$ cat src/rtl/eoc_irq_pkg.sv
package eoc_irq_pkg;

  localparam int A_CFG     = 0;
  localparam int A_DLY     = 1;
  localparam int A_FLAG    = 2;
  localparam int A_FLAGCLR = 3;
  localparam int A_OVF     = 4;
  localparam int A_OVFCLR  = 5;
  localparam int A_RETRIG  = 6;
  localparam int A_SEL     = 8;

  typedef struct packed {
    logic       en;
    logic       cont;
    logic [5:0] src;
  } line_cfg_t;

  // picks one slot bit; indices beyond the populated slots read as zero
  function automatic logic slot_pick(input logic [5:0] src, input logic [63:0] vec);
    return vec[src];
  endfunction

  // delay countdown: reload on a fresh event, otherwise run down to zero
  function automatic logic [15:0] next_count(input logic [15:0] cnt,
                                             input logic [15:0] dly,
                                             input logic        ev);
    if (ev && dly != 16'd0) return dly;
    if (cnt != 16'd0)       return cnt - 16'd1;
    return 16'd0;
  endfunction

  function automatic logic retrig_hit(input logic [1:0] code, input logic i0, input logic i1);
    case (code)
      2'd1:    return i0;
      2'd2:    return i1;
      default: return 1'b0;
    endcase
  endfunction

endpackage

$ cat src/rtl/eoc_irq_regs.sv
module eoc_irq_regs
  import eoc_irq_pkg::*;
#(
  parameter int NSLOT  = 16,
  parameter int NLINE  = 4,
  parameter int DLY_W  = 16,
  parameter int ADDR_W = 4,
  parameter int DATA_W = 32
) (
  input  logic                clk,
  input  logic                rst_n,
  input  logic                wr_en,
  input  logic [ADDR_W-1:0]   wr_addr,
  input  logic [DATA_W-1:0]   wr_data,
  input  logic [ADDR_W-1:0]   rd_addr,
  output logic [DATA_W-1:0]   rd_data,
  input  logic [NLINE-1:0]    flag,
  input  logic [NLINE-1:0]    ovf,
  output logic                pos_conv,
  output logic [DLY_W-1:0]    delay,
  output line_cfg_t           cfg [NLINE],
  output logic [2*NSLOT-1:0]  retrig_code,
  output logic [NLINE-1:0]    clr_flag,
  output logic [NLINE-1:0]    clr_ovf
);

  localparam int RT_W = 2 * NSLOT;

  assign clr_flag = (wr_en && wr_addr == ADDR_W'(A_FLAGCLR)) ? wr_data[NLINE-1:0] : '0;
  assign clr_ovf  = (wr_en && wr_addr == ADDR_W'(A_OVFCLR))  ? wr_data[NLINE-1:0] : '0;

  always_ff @(posedge clk or negedge rst_n) begin
    if (!rst_n) begin
      pos_conv    <= 1'b0;
      delay       <= '0;
      retrig_code <= '0;
    end else if (wr_en) begin
      if (wr_addr == ADDR_W'(A_CFG))    pos_conv    <= wr_data[0];
      if (wr_addr == ADDR_W'(A_DLY))    delay       <= wr_data[DLY_W-1:0];
      if (wr_addr == ADDR_W'(A_RETRIG)) retrig_code <= wr_data[RT_W-1:0];
    end
  end

  for (genvar l = 0; l < NLINE; l++) begin : g_cfg
    always_ff @(posedge clk or negedge rst_n) begin
      if (!rst_n)
        cfg[l] <= '0;
      else if (wr_en && wr_addr == ADDR_W'(A_SEL + l / 2))
        cfg[l] <= wr_data[8*(l%2) +: 8];
    end
  end

  always_comb begin
    rd_data = '0;
    case (rd_addr)
      ADDR_W'(A_CFG):    rd_data[0]          = pos_conv;
      ADDR_W'(A_DLY):    rd_data[DLY_W-1:0]  = delay;
      ADDR_W'(A_FLAG):   rd_data[NLINE-1:0]  = flag;
      ADDR_W'(A_OVF):    rd_data[NLINE-1:0]  = ovf;
      ADDR_W'(A_RETRIG): rd_data[RT_W-1:0]   = retrig_code;
      default: begin
        for (int l = 0; l < NLINE; l++)
          if (rd_addr == ADDR_W'(A_SEL + l / 2))
            rd_data[8*(l%2) +: 8] = cfg[l];
      end
    endcase
  end

endmodule

$ cat src/rtl/eoc_irq_line.sv
module eoc_irq_line
  import eoc_irq_pkg::*;
#(
  parameter int NSLOT = 16,
  parameter int DLY_W = 16
) (
  input  logic             clk,
  input  logic             rst_n,
  input  logic             pos_conv,
  input  line_cfg_t        cfg,
  input  logic [DLY_W-1:0] delay,
  input  logic [NSLOT-1:0] acq_done,
  input  logic [NSLOT-1:0] conv_done,
  input  logic             clr_flag,
  input  logic             clr_ovf,
  output logic             flag,
  output logic             ovf,
  output logic             irq
);

  logic [NSLOT-1:0] pick;
  logic             ev_seen;
  logic             deliver;
  logic [DLY_W-1:0] cnt;

  assign pick    = pos_conv ? conv_done : acq_done;
  assign ev_seen = cfg.en && slot_pick(cfg.src, 64'(pick));
  assign deliver = (ev_seen && delay == '0) || (cnt == DLY_W'(1));

  always_ff @(posedge clk or negedge rst_n) begin
    if (!rst_n) begin
      cnt  <= '0;
      flag <= 1'b0;
      ovf  <= 1'b0;
      irq  <= 1'b0;
    end else begin
      cnt  <= DLY_W'(next_count(16'(cnt), 16'(delay), ev_seen));
      flag <= (flag & ~clr_flag) | deliver;
      ovf  <= (ovf & ~clr_ovf) | (deliver & flag);
      irq  <= deliver & (cfg.cont | ~flag);
    end
  end

  AST_FLAG_STICKS: assert property (@(posedge clk) disable iff (!rst_n)
    deliver |=> flag);
  AST_OVF_ON_REPEAT: assert property (@(posedge clk) disable iff (!rst_n)
    (deliver && flag) |=> ovf);
  AST_HELD_NO_PULSE: assert property (@(posedge clk) disable iff (!rst_n)
    (deliver && flag && !cfg.cont) |=> !irq);
  AST_NO_SPURIOUS: assert property (@(posedge clk) disable iff (!rst_n)
    !deliver |=> !irq);
  AST_DISABLED_QUIET: assert property (@(posedge clk) disable iff (!rst_n)
    (!cfg.en && cnt == '0 && !clr_flag) |=> $stable(flag));

endmodule

$ cat src/rtl/eoc_irq_ctrl.sv
module eoc_irq_ctrl
  import eoc_irq_pkg::*;
#(
  parameter int NSLOT  = 16,
  parameter int NLINE  = 4,
  parameter int DLY_W  = 16,
  parameter int ADDR_W = 4,
  parameter int DATA_W = 32
) (
  input  logic              clk,
  input  logic              rst_n,
  input  logic [NSLOT-1:0]  acq_done,
  input  logic [NSLOT-1:0]  conv_done,
  input  logic              wr_en,
  input  logic [ADDR_W-1:0] wr_addr,
  input  logic [DATA_W-1:0] wr_data,
  input  logic [ADDR_W-1:0] rd_addr,
  output logic [DATA_W-1:0] rd_data,
  output logic [NLINE-1:0]  irq,
  output logic [NSLOT-1:0]  retrig
);

  logic               pos_conv;
  logic [DLY_W-1:0]   delay;
  line_cfg_t          cfg [NLINE];
  logic [2*NSLOT-1:0] retrig_code;
  logic [NLINE-1:0]   clr_flag, clr_ovf, flag, ovf;

  eoc_irq_regs #(
    .NSLOT(NSLOT), .NLINE(NLINE), .DLY_W(DLY_W), .ADDR_W(ADDR_W), .DATA_W(DATA_W)
  ) u_regs (
    .clk(clk), .rst_n(rst_n), .wr_en(wr_en), .wr_addr(wr_addr), .wr_data(wr_data),
    .rd_addr(rd_addr), .rd_data(rd_data), .flag(flag), .ovf(ovf),
    .pos_conv(pos_conv), .delay(delay), .cfg(cfg), .retrig_code(retrig_code),
    .clr_flag(clr_flag), .clr_ovf(clr_ovf)
  );

  for (genvar l = 0; l < NLINE; l++) begin : g_line
    eoc_irq_line #(.NSLOT(NSLOT), .DLY_W(DLY_W)) u_line (
      .clk(clk), .rst_n(rst_n), .pos_conv(pos_conv), .cfg(cfg[l]), .delay(delay),
      .acq_done(acq_done), .conv_done(conv_done),
      .clr_flag(clr_flag[l]), .clr_ovf(clr_ovf[l]),
      .flag(flag[l]), .ovf(ovf[l]), .irq(irq[l])
    );
  end

  for (genvar s = 0; s < NSLOT; s++) begin : g_rt
    assign retrig[s] = retrig_hit(retrig_code[2*s +: 2], irq[0], irq[1]);
  end

  AST_RETRIG_NEEDS_IRQ: assert property (@(posedge clk) disable iff (!rst_n)
    (|retrig) |-> (irq[0] || irq[1]));

endmodule

$ cat config.mk
export PLATFORM = sky130hd
export DESIGN_NAME = eoc_irq_ctrl
export DESIGN_NICKNAME = d
export VERILOG_FILES = /design/src/rtl/eoc_irq_pkg.sv /design/src/rtl/eoc_irq_regs.sv /design/src/rtl/eoc_irq_line.sv /design/src/rtl/eoc_irq_ctrl.sv
export SDC_FILE = /design/constraint.sdc
export NUM_CORES = 1
export LEC_CHECK = 0
export ABC_AREA = 1
export BUFFER_PORTS_ARGS = -buffer_cell sky130_fd_sc_hd__buf_2
export CAP_MARGIN = 25
export CORE_ASPECT_RATIO = 1.75
export CORE_MARGIN = 3
export CORE_UTILIZATION = 50
export DETAILED_ROUTE_END_ITERATION = 10
export HOLD_SLACK_MARGIN = 0.06
export PLACE_DENSITY = 0.73
export SETUP_SLACK_MARGIN = 0.15
export SLEW_MARGIN = 20
export SYNTH_ARGS = -nofsm -noshare
export SYNTH_HDL_FRONTEND = slang
export SYNTH_HIERARCHICAL = 1
export SYNTH_SLANG_ARGS = --single-unit
$ cat constraint.sdc
create_clock -name clk -period 4.9 [get_ports clk]
set_input_delay 0.245 -clock clk [delete_from_list [all_inputs] [get_ports clk]]
set_output_delay 0.245 -clock clk [all_outputs]
set_load 0.005 [all_outputs]
# After elaboration in Yosys (flattened, before gate mapping)
# Cells that the tools add are included.
# totals
ff_bits	157
input_bits	75
out_inout_bits	52
elab_cells	222
# op_classes
add_sub_neg	4
magnitude_cmp	4
n_eq_ne	48
muxes	63
n_bitwise	40
reduce_logical	32
# ops
op	count
$mux 16	18
$reduce_bool 16->1	5
$eq 16x1->1 const B	4
$sub 16x1->16 const B	4
$pmux 12 s3	1
$eq 2x1->1 const B	16
$eq 2x2->1 const B	16
$mux 8	4
$pmux 1 s2	16
$lt 6x7->1 const B	4
$bmux 1 s6	4
$and 1x1->1	16
$eq 4x3->1 const B	4
$eq 4x4->1 const B	4
$logic_and 1x1->1	16
$logic_not 16->1	1
$mux 1	16
$pmux 3 s5	1
$not 1->1	12
$or 1x1->1	12
$eq 4x1->1 const B	2
$eq 4x2->1 const B	2
$logic_not 4->1	2
$mux 4	2
other kinds (4)	9

# Depth between registers and ports, before layout
# depth
ltp_word	9
ltp_mapped	14
ltp_nobuf	11

# By module
# Netlist, hierarchy kept.
# modules_own_cells
mod	n_inst	cells_each	area_each_um2	seq_area_each_um2
eoc_irq_regs	1	481	4048.9	2026.9
eoc_irq_line (g_line[0].u_line ...)	2	253	1706.6	475.5
eoc_irq_line (g_line[2].u_line ...)	2	250	1649.1	475.5
eoc_irq_ctrl	1	116	809.5	0.0

# Least setup slack after synthesis
# Ideal clock, no wire load.
# synth_timing
path_kind	register to register
start	register u_regs.pos_conv
end	register g_line[3].u_line.cnt[13]
setup_time_ns	0.117
t_arrival_ns	1.617
required_time_ns	4.783
slack_ns	3.166
stages_incl_launch_ff	15
path_buffers	4
period_less_slack_ns	1.734
cell_sequence	dfrtp_1 -> buf_6 -> inv_6 -> buf_6 -> nand2_1 -> nand3_1 -> nand3_1 -> nand2_1 -> nand2_1 -> nand3b_2 -> nand4_2 -> buf_6 -> buf_8 -> nand2_2 -> o21ai_2
# synth_via
elab_chain_cells	7
# synth_lines
element	line	text
from (decl)	eoc_irq_regs.sv:19	output logic pos_conv,
from (signal assigned)	eoc_irq_regs.sv:38	if (wr_addr == ADDR_W'(A_CFG)) pos_conv <= wr_data[0];
$mux 16	eoc_irq_line.sv:26	assign pick = pos_conv ? conv_done : acq_done;
$bmux 1 s6	eoc_irq_pkg.sv:20	return vec[src];
$mux 1 (implied by the code)	eoc_irq_pkg.sv:20	
$logic_and 1x1->1	eoc_irq_line.sv:27	assign ev_seen = cfg.en && slot_pick(cfg.src, 64'(pick));
$logic_and 1x1->1	eoc_irq_pkg.sv:27	if (ev && dly != 16'd0) return dly;
$mux 1	eoc_irq_pkg.sv:27	
$mux 16	eoc_irq_pkg.sv:28	if (cnt != 16'd0) return cnt - 16'd1;
to (signal assigned)	eoc_irq_line.sv:37	cnt <= DLY_W'(next_count(16'(cnt), 16'(delay), ev_seen));
to (decl)	eoc_irq_line.sv:24	logic [DLY_W-1:0] cnt;
# Every way passes these cells. The select of a mux whose other input is x is not followed.
# A chain may end at the register's enable or synchronous reset.

# Final worst setup path
# layout_timing
start	register u_regs.pos_conv
end	register g_line[0].u_line.cnt[5]
# layout_via
elab_chain_cells	7
# layout_lines
element	line
$mux 16	eoc_irq_line.sv:26
$bmux 1 s6	eoc_irq_pkg.sv:20
$mux 1 (implied by the code)	eoc_irq_pkg.sv:20
$logic_and 1x1->1	eoc_irq_line.sv:27
$logic_and 1x1->1	eoc_irq_pkg.sv:27
$mux 1	eoc_irq_pkg.sv:27
$mux 16	eoc_irq_pkg.sv:28
to (signal assigned)	eoc_irq_line.sv:37
to (decl)	eoc_irq_line.sv:24
# Every way passes these cells. The select of a mux whose other input is x is not followed.

==> impl_metrics.ini <==
[outcome]
status = finished, final reports clean

[cts]
clk_pin_slew_ns = 0.06
cts_setup_buffers = 0
cts_buffer_depth = 2
cts_root_buf = clkbuf_16
insertion_delay_ns = 0.44
numCtsBuffers = 17
clock-sinks = 157
cts.repair.resized = 0
htree_num_levels = 4
cts_tree = yes

[yosys]
synth_cell_types = 37
synth_nets = 1722
synth_edf_count = 0
ys_seq_elements = 157
syn_inst = 1603
yosysSeqAreaShare = 0.3396
ys.flop_type = dfrtp_1
async_flop_share = 1.000
syn_area_per_cell_um2 = 7.218
synth_area_mm2 = 0.01157
yosysWarnings = 6

[timing]
worst_pin_slew_ns = 0.8450
setup_violations = 0
tns_ns = 0
period_share = 0.5976
min_period_ns = 2.928
slew_headroom = 0.4355
holdWs_ns = 0.3031
fmax_mhz = 341.5
slew_violations = 0
skew_ns = 0.01373
timing.final.hold_violations = 0
rsz0062_at_grt = no
setup_slack_ns = 1.972

[power_and_ir_drop]
clockPowerShare = 0.216
p_leak_nw = 6.606
power_frac_seq = 0.382
p_sw_frac = 0.4239
power_density_mw_per_mm2 = 449.4
p_int_mw = 3.381
ir_worst_vdd_uv = 228.5
netSwitchingPower_mw = 2.488
comb_power_share = 0.402

[hold_path]
worstHoldPathCells = 3
min_from = wr_en
hp-class = input pin to flop
hold_end = u_regs/pos_conv

[place]
pre_cts_ws_ns = 1.748
io_buffers = 126
place_congestion = 0.9565
hpwl_um = 24660
dp.cells = 1979

[worst_setup_path]
worst_setup_path_end_kind = flop
critPathMaxFanout = 48
reg2reg_from = u_regs/pos_conv
crit_arrival_ns = 3.24
setup.worst_path.start_class = flop
worst-setup-path-type = flop to flop
r2r_setup_slack_ns = 1.97
worstRegToRegCells = 10
critPathRequiredTime_ns = 5.21
rr_endpoint = g_line[0].u_line/cnt[5]

[drt]
finalWirelength_um = 33750
wire_per_inst_um = 16.50
drc = 0
via_count = 11010
drtIter0Drc = 685
first_pass_iters = 6
via_per_inst = 5.383
ant_nets = 0

[floorplan]
core_mm2 = 0.02274
fp.dieH_um = 207.2
die-area_mm2 = 0.02507
fp.dieW_um = 121.0
row_count = 73
initial_utilization = 0.5087
num_io_pins = 127

[layout]
drive_gt1_frac = 0.2027
diodes = 0
final_cell_count_no_fill = 2046
fin_nets = 1852
syn2layout_area_growth_pct = 12.90
fillCellCount = 2126

[global_route]
grt_antenna_before_repair = 0
grt_pass1_wl_um = 54260
grt_max_degree = 62
gr-total-overflow = 0
grt.total_usage = 0.2730
grt_pass1_vias = 11010

[job]
maxCapViolations = 0
routing by layer:
layer,up-vias,share of wire,GRT usage
met5,-,0,0
met4,0,0.065,0.1639
met3,128,0.058,0.05125
met2,391,0.52,0.4864
met1,5145,0.36,0.2935
li1,5350,-,-
synthesized netlist by cell type, drive strengths merged, types with 20 or more instances:
cell type	instances	area (µm²)
nor2	171	679.4
dfrtp	157	3929
inv	242	928.4
buf	58	559.3
ha	44	550.5
a21oi	50	344.1
nand4	28	232.7
nor3	22	120.1
nand2	431	1725
xor2	20	175.2
nand3	193	1001
o21ai	132	923.4
layout make-up:
| class | count | area, µm² | share of cell area |
|---|---|---|---|
| Multi-Input combinational cell | 1142 | 6138 | 0.4699 |
| Inverter | 242 | 928.4 | 0.07107 |
| Tap cell | 300 | 375.4 | 0.02874 |
| Clock inverter | 11 | 81.33 | 0.006226 |
| Clock buffer | 21 | 480.5 | 0.03678 |
| Timing Repair Buffer | 173 | 1129 | 0.08640 |
| Sequential cell | 157 | 3930 | 0.3009 |
layout by cell type (no fill, tap or decap), types with 40 or more instances in the layout:
cell       n
o21ai_2   70
dfrtp_1  156
ha_1      44
nand2_1  388
inv_1    228
nand3_1  186
nand2_2   43
nor2_1   160
buf_2    125
o21ai_0   40
through the flow:
stage	instance area, µm²	total power, mW	util
floorplan	11570	4.015	-
CTS	13010	5.863	0.5719
global placement	12080	4.463	0.5313
finish	13060	5.870	0.5744
detailed placement	12120	4.557	0.5327
global route	13060	6.337	0.5744
worst max-delay path, stage by stage, from the launching register on:
cell,delay [ns]
dfrtp_2,0.87
buf_4,0.46
nand2_1,0.08
nand3_1,0.10
nand3_1,0.09
nand2_1,0.13
nand2_1,0.08
nand3_2,0.12
nand4_4,0.54
nand2_2,0.23
o21ai_2,0.07
registers in the layout, indices dropped and copies added (netlist names):
name	flops
g_line.u_line/irq	4
u_regs/delay	16
u_regs/retrig_code	32
u_regs/cfg	32
u_regs/pos_conv	1
g_line.u_line/ovf	4
g_line.u_line/flag	4
g_line.u_line/cnt	64
worst max path at each step:
stage / start / to / slack [ns] / depth (start not counted)
floorplan: u_regs/pos_conv / g_line[3].u_line/cnt[13] / 3.17 / 14
global placement: u_regs/pos_conv / g_line[3].u_line/cnt[14] / 1.83 / 10
detailed placement: u_regs/pos_conv / g_line[2].u_line/cnt[7] / 1.75 / 9
CTS: u_regs/pos_conv / g_line[2].u_line/cnt[7] / 1.74 / 9
global route: u_regs/pos_conv / g_line[0].u_line/cnt[7] / 1.74 / 10
finish: u_regs/pos_conv / g_line[0].u_line/cnt[5] / 1.97 / 10
power groups by stage:
stage | Combinational [mW] | Sequential, mW | Clock, mW
after global routing | 2.70 | 2.30 | 1.34
after global placement | 2.23 | 2.24 | 0
after floorplan | 1.97 | 2.05 | 0
final | 2.36 | 2.24 | 1.27
after detailed placement | 2.30 | 2.26 | 0
after CTS | 2.34 | 2.23 | 1.29
repair_timing:
action | in CTS | in global routing
hold endpoints to repair | 91 | 0
hold buffers | 33 | 0
endpoints found under the setup margin | 0 | 0
cell families after synthesis:
logic type,share of synthesized area
flip-flops,0.3396
buffers and inverters,0.1299
adder cells (fa/ha/maj),0.04758
AND/OR/NAND/NOR,0.3481
XOR/XNOR,0.02271
AO/OA/AOI/OAI,0.1121
Power figures use the tool's default switching activity.
